`src/rtl/z80win_pkg.sv`:
```
`timescale 1ns/1ps
package z80win_pkg;
  localparam int HOST_AW = 24;

  typedef enum logic [2:0] {
    SEL_NONE, SEL_RAM, SEL_BUSREQ, SEL_RSTCTL, SEL_BANK, SEL_FILL
  } sel_e;

  // control bit: low byte lane for byte cycles, high lane for word cycles
  function automatic logic ctl_bit(input logic [15:0] d, input logic word);
    return word ? d[8] : d[0];
  endfunction

  // byte that reaches the shared RAM: word cycles keep only the upper byte
  function automatic logic [7:0] ram_byte(input logic [15:0] d, input logic word);
    return word ? d[15:8] : d[7:0];
  endfunction

  // status word for a bus-request read
  function automatic logic [15:0] status_word(input logic run);
    return {1'b1, 6'b0, run, 8'h00};
  endfunction

  // replicate a RAM byte into both halves
  function automatic logic [15:0] mirror_byte(input logic [7:0] b);
    return {b, b};
  endfunction
endpackage

```
`src/rtl/z80win_decode.sv`:
```
`timescale 1ns/1ps
module z80win_decode
  import z80win_pkg::*;
#(
  parameter int AW = 24
) (
  input  logic [AW-1:0] addr,
  output sel_e          wsel,
  output sel_e          rsel
);
  localparam logic [AW-1:0] A_BUSREQ = AW'(24'hA11100);
  localparam logic [AW-1:0] A_RSTCTL = AW'(24'hA11200);
  localparam logic [AW-1:0] M_BANK   = AW'(24'hFF7F00);
  localparam logic [AW-1:0] A_BANK   = AW'(24'hA06000);
  localparam logic [AW-1:0] M_WIN    = AW'(24'hFFC000);
  localparam logic [AW-1:0] A_WIN    = AW'(24'hA00000);
  localparam logic [AW-1:0] M_REGION = AW'(24'hFF0000);

  logic hit_busreq, hit_rstctl, hit_bank, hit_win, hit_fill;

  always_comb begin
    hit_busreq = (addr == A_BUSREQ);
    hit_rstctl = (addr == A_RSTCTL);
    hit_bank   = ((addr & M_BANK) == A_BANK);
    hit_win    = ((addr & M_WIN) == A_WIN);
    hit_fill   = ((addr & M_REGION) == A_WIN) && (addr[15:13] >= 3'd3);
  end

  always_comb begin
    wsel = SEL_NONE;
    if (hit_busreq)      wsel = SEL_BUSREQ;
    else if (hit_rstctl) wsel = SEL_RSTCTL;
    else if (hit_bank)   wsel = SEL_BANK;
    else if (hit_win)    wsel = SEL_RAM;
  end

  always_comb begin
    rsel = SEL_NONE;
    if (hit_busreq)    rsel = SEL_BUSREQ;
    else if (hit_win)  rsel = SEL_RAM;
    else if (hit_fill) rsel = SEL_FILL;
  end
endmodule

```
`src/rtl/z80win_ctrl.sv`:
```
`timescale 1ns/1ps
module z80win_ctrl
  import z80win_pkg::*;
#(
  parameter int BANK_W = 9
) (
  input  logic              clk,
  input  logic              rst_n,
  input  logic              wr,
  input  sel_e              wsel,
  input  logic [15:0]       wdata,
  input  logic              word,
  output logic              run,
  output logic              hold,
  output logic [BANK_W-1:0] bank,
  output logic              ev_busreq,
  output logic              ev_rstctl,
  output logic              ev_bank
);
  logic cbit;

  always_comb begin
    cbit      = ctl_bit(wdata, word);
    ev_busreq = wr && (wsel == SEL_BUSREQ);
    ev_rstctl = wr && (wsel == SEL_RSTCTL);
    ev_bank   = wr && (wsel == SEL_BANK);
  end

  always_ff @(posedge clk) begin
    if (!rst_n) begin
      run  <= 1'b1;
      hold <= 1'b1;
      bank <= '0;
    end else begin
      if (ev_busreq) run  <= ~cbit;
      if (ev_rstctl) hold <= ~cbit;
      if (ev_bank)   bank <= {wdata[0], bank[BANK_W-1:1]};
    end
  end
endmodule

```
`src/rtl/z80win_rdmux.sv`:
```
`timescale 1ns/1ps
module z80win_rdmux
  import z80win_pkg::*;
(
  input  logic        rd,
  input  sel_e        rsel,
  input  logic        run,
  input  logic [7:0]  ram_rdata,
  output logic [15:0] rdata
);
  always_comb begin
    rdata = 16'h0000;
    if (rd) begin
      unique case (rsel)
        SEL_BUSREQ: rdata = status_word(run);
        SEL_RAM:    rdata = run ? 16'h0000 : mirror_byte(ram_rdata);
        SEL_FILL:   rdata = 16'hFFFF;
        default:    rdata = 16'h0000;
      endcase
    end
  end
endmodule

```
`src/rtl/z80win_bridge.sv`:
```
`timescale 1ns/1ps
module z80win_bridge
  import z80win_pkg::*;
#(
  parameter int AW     = 24,
  parameter int RAM_AW = 13,
  parameter int BANK_W = 9
) (
  input  logic              clk,
  input  logic              rst_n,
  input  logic [AW-1:0]     host_addr,
  input  logic [15:0]       host_wdata,
  input  logic              host_word,
  input  logic              host_wr,
  input  logic              host_rd,
  output logic [15:0]       host_rdata,
  output logic [RAM_AW-1:0] ram_addr,
  output logic              ram_we,
  output logic [7:0]        ram_wdata,
  input  logic [7:0]        ram_rdata,
  output logic              z80_busreq,
  output logic              z80_reset_n,
  output logic [BANK_W-1:0] z80_bank
);
  sel_e wsel, rsel;
  logic run, hold;
  logic ev_busreq, ev_rstctl, ev_bank;
  logic ev_ram_drop;

  z80win_decode #(.AW(AW)) u_dec (
    .addr (host_addr),
    .wsel (wsel),
    .rsel (rsel)
  );

  z80win_ctrl #(.BANK_W(BANK_W)) u_ctl (
    .clk       (clk),
    .rst_n     (rst_n),
    .wr        (host_wr),
    .wsel      (wsel),
    .wdata     (host_wdata),
    .word      (host_word),
    .run       (run),
    .hold      (hold),
    .bank      (z80_bank),
    .ev_busreq (ev_busreq),
    .ev_rstctl (ev_rstctl),
    .ev_bank   (ev_bank)
  );

  z80win_rdmux u_rd (
    .rd        (host_rd),
    .rsel      (rsel),
    .run       (run),
    .ram_rdata (ram_rdata),
    .rdata     (host_rdata)
  );

  always_comb begin
    ram_addr    = host_addr[RAM_AW-1:0];
    ram_wdata   = ram_byte(host_wdata, host_word);
    ram_we      = host_wr && (wsel == SEL_RAM) && !run;
    ev_ram_drop = host_wr && (wsel == SEL_RAM) && run;
    z80_busreq  = ~run;
    z80_reset_n = ~hold;
  end
endmodule

```
`config.mk`:
```
export PLATFORM = sky130hd
export DESIGN_NAME = z80win_bridge
export DESIGN_NICKNAME = d
export VERILOG_FILES = /design/src/rtl/z80win_pkg.sv /design/src/rtl/z80win_decode.sv /design/src/rtl/z80win_ctrl.sv /design/src/rtl/z80win_rdmux.sv /design/src/rtl/z80win_bridge.sv
export SDC_FILE = /design/constraint.sdc
export NUM_CORES = 1
export LEC_CHECK = 0
export ABC_AREA = 1
export CAP_MARGIN = 20
export CORE_ASPECT_RATIO = 0.5
export CORE_MARGIN = 2
export CORE_UTILIZATION = 34
export DETAILED_ROUTE_END_ITERATION = 8
export MAX_ROUTING_LAYER = met4
export PLACE_DENSITY = 0.8
export SLEW_MARGIN = 40
export SYNTH_ARGS = -nofsm -noshare
export SYNTH_HDL_FRONTEND = slang
export SYNTH_SLANG_ARGS = --single-unit
export TNS_END_PERCENT = 10
```
`constraint.sdc`:
```
create_clock -name clk -period 1.5 [get_ports clk]
set_clock_uncertainty 0.1 [all_clocks]
set_input_delay 0.225 -clock clk [delete_from_list [all_inputs] [get_ports clk]]
set_output_delay 0.225 -clock clk [all_outputs]
set_load 0.005 [all_outputs]
```
After elaboration in Yosys (flattened, before gate mapping). Cells that the tools add are included.

$lt $le $gt $ge: 1. Equality and inequality tests: 12. Mux-type cells: 12. Bitwise gates (word level): 3. Reduce and logical (&&, ||, !) cells: 7.

Operator list (number): 24-bit equality test, second input constant (2); 16-bit one-hot mux with 3 select lines (1); 16-bit 2-to-1 mux (2); 3-bit 2-to-1 mux (6); 15-bit equality test, second input constant (1); 10-bit equality test, second input constant (1); 3-bit by 2-bit equality test with 1-bit output, second input constant (3); 8-bit equality test, second input constant (1); 8-bit 2-to-1 mux (1); 3-bit by 1-bit equality test with 1-bit output, second input constant (2); 3-bit equality test, second input constant (2); 1-bit logical AND (6); 3-bit by 2-bit greater-or-equal comparator with 1-bit output, second input constant (1); 1-bit NOT (3); 1-bit 2-to-1 mux (2); 1-bit zero test (1).

Bits in registers: 11. Input port bits: 53. Output and inout bits: 49. Logic and storage cells: 38.

Depth between registers and ports, before layout.
Depth in word-level cells: 8. Depth in mapped cells: 10. Depth with buffers taken out: 9.

Hierarchy. Synthesis repeated with hierarchy kept, for this count alone.

Cells, all modules: 214. Area, all modules: 1167.4 µm².

By module, submodules not included: z80win_ctrl (times used 1, cells each 81, area an instance 535.5 µm²); z80win_bridge (times used 1, cells each 45, area an instance 236.5 µm²); z80win_decode (times used 1, cells each 47, area an instance 201.4 µm²); z80win_rdmux (times used 1, cells each 41, area an instance 193.9 µm²).

Least setup slack after synthesis. Ideal clock, no wire load.

Path type: input-to-output. Start: input port host_addr[17]. End: output port host_rdata[14]. Arrival time: 1.132 ns. Setup slack: 0.043 ns. Stages on the path: 10. Cell sequence: inv_2 nand2_1 nor2_1 nand3_2 nand2_1 clkinv_1 nand2_2 nand2_2 nor2_1 buf_4.

Longest elaborated chain between the ends: 8. Elaborated cells on any way between the ends: 12. Those cells by class: 6 x eq/ne; 5 x mux; 1 x reduce/logical.

RTL lines: from (decl) (line z80win_bridge.sv:11) `input logic [AW-1:0] host_addr,`; 8-bit equality test (line z80win_decode.sv:26) `hit_fill = ((addr & M_REGION) == A_WIN) && (addr[15:13] >= 3'd3);`; 1-bit logical AND (line z80win_decode.sv:26); 3-bit 2-to-1 mux (line z80win_decode.sv:41) `else if (hit_fill) rsel = SEL_FILL;`; 3-bit 2-to-1 mux (line z80win_decode.sv:40) `else if (hit_win) rsel = SEL_RAM;`; 3-bit 2-to-1 mux * (line z80win_decode.sv:39) `if (hit_busreq) rsel = SEL_BUSREQ;`; 3-bit equality test (tied with other cells) (line z80win_rdmux.sv:14) `unique case (rsel)`; 16-bit one-hot mux with 3 select lines * (line z80win_rdmux.sv:14); 16-bit 2-to-1 mux * (line z80win_rdmux.sv:13) `if (rd) begin`; to (decl) (line z80win_bridge.sv:16) `output logic [15:0] host_rdata,`.

Every way passes the cells marked *; elsewhere a longest branch is shown, timed or not.

Final worst setup path.
Start: input port host_addr[23]. End: output port ram_we.

Longest elaborated chain between the ends: 8. Elaborated cells on any way between the ends: 11. Those cells by class: 5 x eq/ne; 4 x mux; 2 x reduce/logical.

RTL lines: 10-bit equality test (line z80win_decode.sv:25) `hit_win = ((addr & M_WIN) == A_WIN);`; 1-bit 2-to-1 mux (line z80win_decode.sv:34) `else if (hit_win) wsel = SEL_RAM;`; 3-bit 2-to-1 mux (line z80win_decode.sv:33) `else if (hit_bank) wsel = SEL_BANK;`; 3-bit 2-to-1 mux (line z80win_decode.sv:32) `else if (hit_rstctl) wsel = SEL_RSTCTL;`; 3-bit 2-to-1 mux * (line z80win_decode.sv:31) `if (hit_busreq) wsel = SEL_BUSREQ;`; 3-bit by 1-bit equality test with 1-bit output *; 1-bit logical AND *; 1-bit logical AND * (line z80win_bridge.sv:62) `ram_we = host_wr && (wsel == SEL_RAM) && !run;`; to (decl) (line z80win_bridge.sv:18) `output logic ram_we,`.

Marked as above.

==> results.cfg <==
[clock_tree]
clockRootBuffer = clkbuf_8
cts_hold_buf = 0
cts_buffer_depth = 2
cts_tree = built
cts_buffers = 3
clk_pin_slew_ns = 0.05
clk_latency_ns = 0.24
cts.sinks = 11
cts-htree-levels = 1

[outcome]
status = complete, but fails checks
violations = setup timing

[power]
power_density_nw_per_um2 = 365
p_leak_nw = 1.42
power_mw = 1.09
vdd.ir_drop.worst_mv = 0.693

[detailed_routing]
vias = 2186
dr.first_iter.drc_count = 179
postRouteAntennaNets = 0
wirelength_mm = 7.45
drc = 0
wl_per_cell_microns = 18.1
dr.pass1.iters = 6
viasPerCell = 5.31

[timing]
setup-violations-final = 29
tightest_slew_ns = 0.454
finalHoldViolCount = 0
fin_ws_ns = -0.214
drv_slew = 0
slew_headroom_pct = 69.6
period_share_pct = 114
fin_crit_ns = 1.71
rsz0062_at_grt = yes
fmax_mhz = 583
setup_tns_ns = -3.18

[grt]
grt_pass1_wl_mm = 9.22
overflow = 0
grt_max_degree = 12
grt_pass1_vias = 1978
grt_usage_pct = 28.6
antenna_found_initial = 0

[synth]
synth_area_sq_um = 1300
synth.yosys.seq_area_share_pct = 16.9
synth_edf_count = 0
syn_nets = 275
synth.distinct_cells = 23
synthTopCellsByCount = nand2_1 (48), nor2_1 (39), inv_1 (35), buf_4 (20), nand3_1 (14)
synth_cells = 222
yosysWarnings = 0
ys_ff_latch = 11
yosysTopAreaCell = dfxtp_1
synth.avg_cell_area_sq_um = 5.86
synth.area.top_cells = dfxtp_1 (17%), nand2_1 (14%), buf_4 (12%)
yosys.area.top_type_share_pct = 16.9
synthMostInstantiatedCell = nand2_1
synthArstFlopShare_pct = 0
synth_flop_cell = dfxtp_1

[worst_setup_path]
r2r_cells = 4
required_ns = 1.17
critPathCaptureType = output port
criticalPathCategory = in -> out
path_buf_inv = 4
rr_endpoint = u_ctl.bank[1]$_SDFFE_PN0P_
start_kind = input pin
worstPathArrival_ns = 1.39
cp_max_fo = 3
cp_common_cell = nand2_1
crit_family = simple AND/OR/NAND/NOR gates
reg2reg_slack_ns = 0.64
max_stage_delay_ns = 0.24
slowest_stage = nor3_4
timing.rr.start = u_ctl.bank[1]$_SDFFE_PN0P_
crit_chain = buf_8 > inv_4 > nor2_4 > nand2_4 > nor3_4 > buf_4 > nand2_1 > nand2_1 > nor3_2 > buf_2

[layout]
regArea_sq_um = 224
layout-drive-gt1-share_pct = 49.3
antenna_cells = 0
utilization_pct = 84.2
syn_to_final_growth_pct = 129
multi_input_area_sq_um = 1060
instances_no_fill = 412
num-fill-cells = 175
nNetsFinal = 415

[floorplanning]
start_util_pct = 36.7
fp.coreArea_sq_um = 3550
die_h_microns = 47.7
io_pins = 102
row_count = 15
die-area_sq_um = 4370
dieWidth_microns = 91.5

[place]
io_buffer_count = 101
dp_cells = 372
place.gp.congestion = 0.877
hpwl_mm = 3.46

[worst_hold_path]
holdPathEnd = u_ctl.bank[3]$_SDFFE_PN0P_
hold_class = reg -> reg
min_from = u_ctl.bank[4]$_SDFFE_PN0P_
hold_depth = 2

[flow_run]
maxCapViolCount = 0
cells in the final DEF (no fill, tap or decap), types with 8 or more instances in the layout:
cell             synthesis  layout
clkdlybuf4s50_1          0      50
buf_4                   20      40
nand2_1                 48      35
inv_1                   35      26
nor2_1                  39      23
buf_6                    1      21
buf_2                    1      17
clkdlybuf4s15_1          0      16
nor2_2                   8      15
nor2_4                   4      13
nand2_2                  4      11
dfxtp_1                 11      10
nand4_1                  9       9
nand3_4                  1       8
area by class of cell:
type                    instances  area share, %
flip-flops and latches         11           7.50
repair buffers                155           47.3
clock buffers                   4           1.51
inverters                      40           6.04
well taps                      51           2.14
multi-input cells             151           35.5
routing by layer:
| metal | global-route usage, % | share of wire, % |
|---|---|---|
| met4 | 16.1 | 5.8 |
| met2 | 53.1 | 47 |
| met5 | - | 0 |
| met3 | 5.98 | 9.6 |
| met1 | 30.3 | 37 |
sequential cells by signal (all words and copies together) (netlist names):
signal and flops:
u_ctl.bank 9, u_ctl.hold 1, u_ctl.run 1
per-stage QoR:
stage	hold WS [ns]	instance area, sq um	setup slack, ns
after floorplan	0.245	1300	0.0427
after global placement	0.348	2360	-0.829
after detailed placement	0.352	2360	-0.871
after CTS	0.364	2800	-0.0808
after global routing	0.430	2990	-0.227
final	0.397	2990	-0.214
report_power, final:
group          total, mW  internal, mW  switching (mW)  leakage [nW]
clock              0.295         0.186           0.109        0.0228
sequential         0.291         0.291      0.00000549        0.0885
combinational      0.503         0.282           0.221          1.31
repair_timing:
| action | in CTS | in global routing |
|---|---|---|
| resized for setup | 236 | 54 |
| cloned | 3 | 0 |
| pin swaps | 54 | 26 |
| setup buffers | 29 | 5 |
| endpoints found under the setup margin | 47 | 35 |
worst max path at each step:
stage                                end           from  slack (ns)  depth (start not counted)
after floorplan           host_rdata[14]  host_addr[17]        0.04                         10
after global placement     host_rdata[6]  host_addr[21]       -0.83                         10
after detailed placement  host_rdata[14]  host_addr[21]       -0.87                         10
after CTS                 host_rdata[15]  host_addr[14]       -0.08                         11
after global routing              ram_we  host_addr[23]       -0.23                         10
final                             ram_we  host_addr[23]       -0.21                         10
worst reg2reg max path, stage by stage (launching register included):
cell,delay [ns]
dfxtp_1,0.38
inv_1,0.09
nand2_1,0.09
nand2_1,0.05
nor2_1,0.09
cells by family (layout without fill, tap and decap cells):
| logic type | count (synthesis) | after routing | synth area share [%] |
|---|---|---|---|
| buffers and inverters | 63 | 199 | 24.6 |
| and+or+nand+nor | 133 | 136 | 49.3 |
| muxes | 7 | 7 | 6.06 |
| DFF | 11 | 11 | 16.9 |
| AOI/OAI and AO/OA | 8 | 8 | 3.08 |
Power figures use the tool's default switching activity.
